===== config.mk =====
export PLATFORM = sky130hd
export DESIGN_NAME = rns4_crt_combiner
export DESIGN_NICKNAME = d
export VERILOG_FILES = /design/src/rtl/rns4_pkg.sv /design/src/rtl/rns4_eac_csa.sv /design/src/rtl/rns4_csa_chain.sv /design/src/rtl/rns4_mersenne_add.sv /design/src/rtl/rns4_operand_gen.sv /design/src/rtl/rns4_crt_combiner.sv
export SDC_FILE = /design/constraint.sdc
export NUM_CORES = 1
export LEC_CHECK = 0
export CAP_MARGIN = 20
export CORE_UTILIZATION = 35
export DETAILED_ROUTE_END_ITERATION = 8
export PLACE_DENSITY = 0.51
export REMOVE_ABC_BUFFERS = 1
export SLEW_MARGIN = 20
export SYNTH_ARGS = -nofsm -noshare
export SYNTH_HDL_FRONTEND = slang
export SYNTH_HIERARCHICAL = 1
export SYNTH_SLANG_ARGS = --single-unit

===== constraint.sdc =====
create_clock -name vclk -period 20.2
set_input_delay 3.03 -clock vclk [all_inputs]
set_output_delay 3.03 -clock vclk [all_outputs]
set_load 0.01 [all_outputs]

===== src/rtl/rns4_pkg.sv =====
`timescale 1ns/1ps
package rns4_pkg;

  localparam int RNS4_NUM_OPS = 10;

  function automatic longint unsigned p1_of(input int n);
    return (64'd1 << (2*n + 1)) - 64'd1;
  endfunction

  function automatic longint unsigned p2_of(input int n);
    return (64'd1 << n) + 64'd1;
  endfunction

  function automatic longint unsigned p3_of(input int n);
    return (64'd1 << (n/2)) - 64'd1;
  endfunction

  function automatic longint unsigned p4_of(input int n);
    return (64'd1 << (n/2)) + 64'd1;
  endfunction

  // Exponent e < span with (a * 2^e) mod m == 1, or -1 if the inverse is no power of two.
  function automatic int pow2_inv_exp(input longint unsigned a,
                                      input longint unsigned m,
                                      input int span);
    longint unsigned base;
    int found;
    base  = a % m;
    found = -1;
    for (int e = span - 1; e >= 0; e--) begin
      if (((base << e) % m) == 64'd1) found = e;
    end
    return found;
  endfunction

endpackage


===== src/rtl/rns4_eac_csa.sv =====
`timescale 1ns/1ps
module rns4_eac_csa #(
  parameter int W = 8
) (
  input  logic [W-1:0] a_i,
  input  logic [W-1:0] b_i,
  input  logic [W-1:0] c_i,
  output logic [W-1:0] sum_o,
  output logic [W-1:0] cry_o
);

  logic [W-1:0] maj_w;

  always_comb begin
    sum_o = a_i ^ b_i ^ c_i;
    maj_w = (a_i & b_i) | (a_i & c_i) | (b_i & c_i);
    // carry weight 2^W is congruent to 1 modulo 2^W-1: wrap into bit 0
    cry_o = {maj_w[W-2:0], maj_w[W-1]};
  end

endmodule


===== src/rtl/rns4_csa_chain.sv =====
`timescale 1ns/1ps
module rns4_csa_chain #(
  parameter int W       = 8,
  parameter int NUM_OPS = 10
) (
  input  logic [W-1:0] ops_i [NUM_OPS],
  output logic [W-1:0] sum_o,
  output logic [W-1:0] cry_o
);

  localparam int STAGES = NUM_OPS - 2;

  logic [W-1:0] s_w [STAGES+1];
  logic [W-1:0] c_w [STAGES+1];

  assign s_w[0] = ops_i[0];
  assign c_w[0] = ops_i[1];

  for (genvar g = 0; g < STAGES; g++) begin : g_stage
    rns4_eac_csa #(.W(W)) u_csa (
      .a_i   (s_w[g]),
      .b_i   (c_w[g]),
      .c_i   (ops_i[g+2]),
      .sum_o (s_w[g+1]),
      .cry_o (c_w[g+1])
    );
  end

  assign sum_o = s_w[STAGES];
  assign cry_o = c_w[STAGES];

endmodule


===== src/rtl/rns4_mersenne_add.sv =====
`timescale 1ns/1ps
module rns4_mersenne_add #(
  parameter int W = 8
) (
  input  logic [W-1:0] a_i,
  input  logic [W-1:0] b_i,
  output logic [W-1:0] y_o
);

  logic [W:0]   raw_w;
  logic [W-1:0] fold_w;

  always_comb begin
    raw_w  = {1'b0, a_i} + {1'b0, b_i};
    // raw < 2^(W+1)-1, so adding the carry back cannot overflow again
    fold_w = raw_w[W-1:0] + {{(W-1){1'b0}}, raw_w[W]};
    y_o    = (&fold_w) ? '0 : fold_w;
  end

endmodule


===== src/rtl/rns4_operand_gen.sv =====
`timescale 1ns/1ps
module rns4_operand_gen #(
  parameter int N  = 4,
  parameter int E2 = 3,
  parameter int E3 = 0
) (
  input  logic [2*N:0]   res1_i,
  input  logic [N:0]     res2_i,
  input  logic [N/2-1:0] res3_i,
  input  logic [N/2:0]   res4_i,
  output logic [2*N-1:0] ops_o [rns4_pkg::RNS4_NUM_OPS]
);

  localparam int W   = 2 * N;
  localparam int H   = N / 2;
  localparam int SH2 = (E2 + N) % W;

  function automatic logic [W-1:0] rotl(input logic [W-1:0] v, input int s);
    return (v << s) | (v >> (W - s));
  endfunction

  logic [W-1:0] x2_pad;
  logic [W-1:0] x4_pad;
  logic [W-1:0] x3_even;
  logic [W-1:0] x3_odd;
  logic [W-1:0] x4_plus;
  logic [W-1:0] x4_minus;

  always_comb begin
    x2_pad   = {{(W-N-1){1'b0}}, res2_i};
    x4_pad   = {{(W-H-1){1'b0}}, res4_i};
    // copies of res3 at offsets 0 and n, and at n/2 and 3n/2 (no overlap)
    x3_even  = {{H{1'b0}}, res3_i, {H{1'b0}}, res3_i};
    x3_odd   = {res3_i, {H{1'b0}}, res3_i, {H{1'b0}}};
    // copies of res4 at n/2 and 3n/2 (top bit wraps to bit 0), at 0 and n
    x4_plus  = rotl(x4_pad, H) | rotl(x4_pad, 3*H);
    x4_minus = x4_pad | rotl(x4_pad, N);

    // difference res2 - res1, inverse 1
    ops_o[0] = x2_pad;
    ops_o[1] = ~res1_i[W-1:0];
    ops_o[2] = ~{{(W-1){1'b0}}, res1_i[W]};
    // P2 * 2^E2 * (res3 - res2)
    ops_o[3] = ~rotl(x2_pad, E2);
    ops_o[4] = ~rotl(x2_pad, SH2);
    ops_o[5] = rotl(x3_even, E2);
    // P2*P3 * 2^E3 * (res4 - res3), P2*P3 = 2^(3n/2) - 2^n + 2^(n/2) - 1
    ops_o[6] = rotl(x3_even, E3);
    ops_o[7] = ~rotl(x3_odd, E3);
    ops_o[8] = rotl(x4_plus, E3);
    ops_o[9] = ~rotl(x4_minus, E3);
  end

endmodule


===== src/rtl/rns4_crt_combiner.sv =====
`timescale 1ns/1ps
module rns4_crt_combiner #(
  parameter int N = 4
) (
  input  logic [2*N:0]   res1_i,
  input  logic [N:0]     res2_i,
  input  logic [N/2-1:0] res3_i,
  input  logic [N/2:0]   res4_i,
  output logic [4*N:0]   z_o
);

  localparam int W    = 2 * N;
  localparam int ZW   = 4 * N + 1;
  localparam int NOPS = rns4_pkg::RNS4_NUM_OPS;

  localparam longint unsigned P1 = rns4_pkg::p1_of(N);
  localparam longint unsigned P2 = rns4_pkg::p2_of(N);
  localparam longint unsigned P3 = rns4_pkg::p3_of(N);
  localparam longint unsigned P4 = rns4_pkg::p4_of(N);

  localparam int E2 = rns4_pkg::pow2_inv_exp((P1 * P2) % (P3 * P4), P3 * P4, N);
  localparam int E3 = rns4_pkg::pow2_inv_exp((P1 * P2 * P3) % P4, P4, N);

  if ((N % 2) != 0 || N < 4 || N > 16) begin : g_bad_n
    $error("rns4_crt_combiner: N must be even and within 4..16");
  end
  if (E2 < 0 || E3 < 0) begin : g_bad_inv
    $error("rns4_crt_combiner: scaling inverse is not a power of two");
  end

  logic [W-1:0] ops_w [NOPS];
  logic [W-1:0] sum_w;
  logic [W-1:0] cry_w;
  logic [W-1:0] y_w;

  rns4_operand_gen #(.N(N), .E2(E2 < 0 ? 0 : E2), .E3(E3 < 0 ? 0 : E3)) u_ops (
    .res1_i (res1_i),
    .res2_i (res2_i),
    .res3_i (res3_i),
    .res4_i (res4_i),
    .ops_o  (ops_w)
  );

  rns4_csa_chain #(.W(W), .NUM_OPS(NOPS)) u_chain (
    .ops_i (ops_w),
    .sum_o (sum_w),
    .cry_o (cry_w)
  );

  rns4_mersenne_add #(.W(W)) u_fold (
    .a_i (sum_w),
    .b_i (cry_w),
    .y_o (y_w)
  );

  // x1 + P1*Y = Y*2^(2n+1) + x1 - Y
  assign z_o = {y_w, res1_i} - {{(ZW-W){1'b0}}, y_w};

endmodule


==> results by group <==
Placement
  • Post-DP Area: 0.00320 mm2
  • Port bufs: 36
  • Placement Setup Slack: 4360 ps
  • RD Place Congestion: 0.852
  • DP HPWL: 5.97 mm

Finish
  • Final Cell Area: 0.00320 mm2
  • Commonest non-fill, non-tap cells in the layout: 66 x fa_1, 36 x clkdlybuf4s50_1, 34 x inv_1, 32 x conb_1
  • Sequential cell area: 0 um2
  • Layout fillers: 864
  • Synthesis-to-layout area growth: 4.67%
  • Clock buffer count: 0
  • Sequential cell count: 0
  • Antenna fix cells: 0
  • Commonest non-fill, non-tap cell in the layout: fa_1
  • Share of cells above drive strength 1: 0.0375
  • Fin nets: 425

Yosys
  • Compound-cell area share of the yosys netlist: 0.130
  • Simple-gate share of the synthesized area: 0.120
  • Mean Syn Cell Area: 9.67 um2
  • Post-synth top area share: 0.432
  • Post-synthesis mux area share: 0.00327
  • Main combinational cell family by area after synthesis: adder cells
  • Number of warnings issued by yosys: 6
  • Number of distinct library cells after synthesis: 51
  • Syn Inst Count: 316
  • Post-synth top area cell: fa_1
  • Sequential area share after synthesis: 0
  • Synth area leaders: fa_1 43%, buf_4 15%, ha_1 7.4%, inv_1 4.2%, xnor2_1 3.4%
  • Xor/xnor cell area share of the yosys netlist: 0.0458
  • Synth Cell Area: 0.00306 mm2
  • Synth Area in Adders: 0.506

STA
  • Setup tns final: 0 ps
  • Final setup margin: 4410 ps
  • Measured slew at the worst slew-check pin: 522 ps
  • Tmin final: 15790 ps
  • Final setup violation count: 0
  • Slew Viols, Final: 0
  • RSZ-0062 raised after global routing: false
  • Final hold violation count: 0
  • Final period utilization: 0.782
  • Fmax: 63.3 MHz
  • Slew HR: 0.650

Setup path
  • Worst path slowest cell: clkdlybuf4s50_1
  • Critical path startpoint category: input pin
  • Crit path max fanout: 7
  • CP peak stage delay: 580 ps
  • CP Class: input pin to primary output
  • Data required, critical path: 17170 ps
  • Worst setup EP type: primary output
  • Critical Path AT: 12760 ps
  • Top cell by count, worst path: fa_1

Floorplan
  • Die height: 95.5 um
  • Core Box Area: 0.00834 mm2
  • Die X: 95.5 um
  • Die area: 0.00911 mm2
  • Boundary Pins: 36
  • Cell Rows: 33
  • Initial Utilization: 0.366

GRT
  • Vias in the first global route: 2159
  • Total global-route track usage: 0.153
  • First-pass GRT wire length: 10.7 mm
  • Grt total ovfl: 0
  • Antenna violations before repair: 0
  • Largest net degree at the start of global routing: 8

Hold path
  • Hold Path Stages: 3
  • Worst hold path class: input pin to primary output

Drt
  • Post-DRT Antenna Nets: 0
  • WL/cell: 14.9 um
  • Iter 0 DRT Violations: 79
  • Final wirelength: 6.33 mm
  • Post-DR vias/cell: 4.74
  • Drt first pass iters: 4
  • Via count: 2016
  • Remaining routing DRC violations: 0

Clock tree
  • # hold bufs at CTS: 0
  • Resize count post-CTS: 0
  • Postcts setup bufs: 0

Run status
  • Status: completed

Flow run
  • MaxCap Viol Count: 0
==> cell type report <==
type / instances / area, um2 / area share
timing repair buffer: 36 / 360 / 0.113
tap: 105 / 131 / 0.0411
multi-input combinational: 250 / 2580 / 0.806
inverter: 34 / 128 / 0.0399
==> cells by family (layout without fill, tap and decap cells) <==
kind of cell | count (synthesis) | after routing
multiplexers | 1 | 1
AND/OR/NAND/NOR | 61 | 61
buffers and inverters | 96 | 70
other | 2 | 32
XOR/XNOR | 16 | 16
adder cells (fa/ha/maj) | 84 | 84
AO/OA/AOI/OAI | 56 | 56
==> worst max-delay path, delay by kind of cell <==
family | cells | cell delay, ps
AOI/OAI and AO/OA | 6 | 1100
adders and majority gates | 14 | 5930
buffers and inverters | 3 | 1230
and+or+nand+nor | 5 | 1100
xor gates and xnor gates | 2 | 360
==> per-layer routing <==
metal / up-vias / track usage / routed length (um)
met2: 29 / 0.265 / 3130
met3: 0 / 0.00558 / 227
li1: 972 / - / -
met1: 1015 / 0.224 / 2970
met5: - / 0 / 0
met4: 0 / 0 / 0
==> cells in the mapped netlist (all sizes together) (2+ instances only) <==
cell type and n:
xor2 4, ha 18, nand2 5, buf 61, a21o 2, nor3 8
xnor2 12, inv 34, or2 3, o21bai 4, o21ai 11, nor2b 3
nand2b 4, conb 2, nor2 18, a211oi 6, o211ai 5, fa 66
or4 2, o221ai 3, a21boi 2, and3 3, o31ai 3, a21oi 12
nand3 8
==> final timing paths <==
check	startpoint	end
max	res1_i[8]	z_o[12]
min	res1_i[8]	z_o[8]
==> through the flow <==
| step | cells | util | hold WS (ps) |
|---|---|---|---|
| 2_1_floorplan | 284 | - | 6140 |
| 5_1_grt | 425 | 0.384 | 7260 |
| 3_5_place_dp | 425 | 0.384 | 7200 |
| 3_3_place_gp | 425 | 0.384 | 7190 |
| 4_1_cts | 425 | 0.384 | 7200 |
| 6_report | 425 | 0.384 | 7200 |
Power is left out: the tool's default activity adds up to more than one toggle a clock period on the data nets, which glitch-free logic cannot reach.
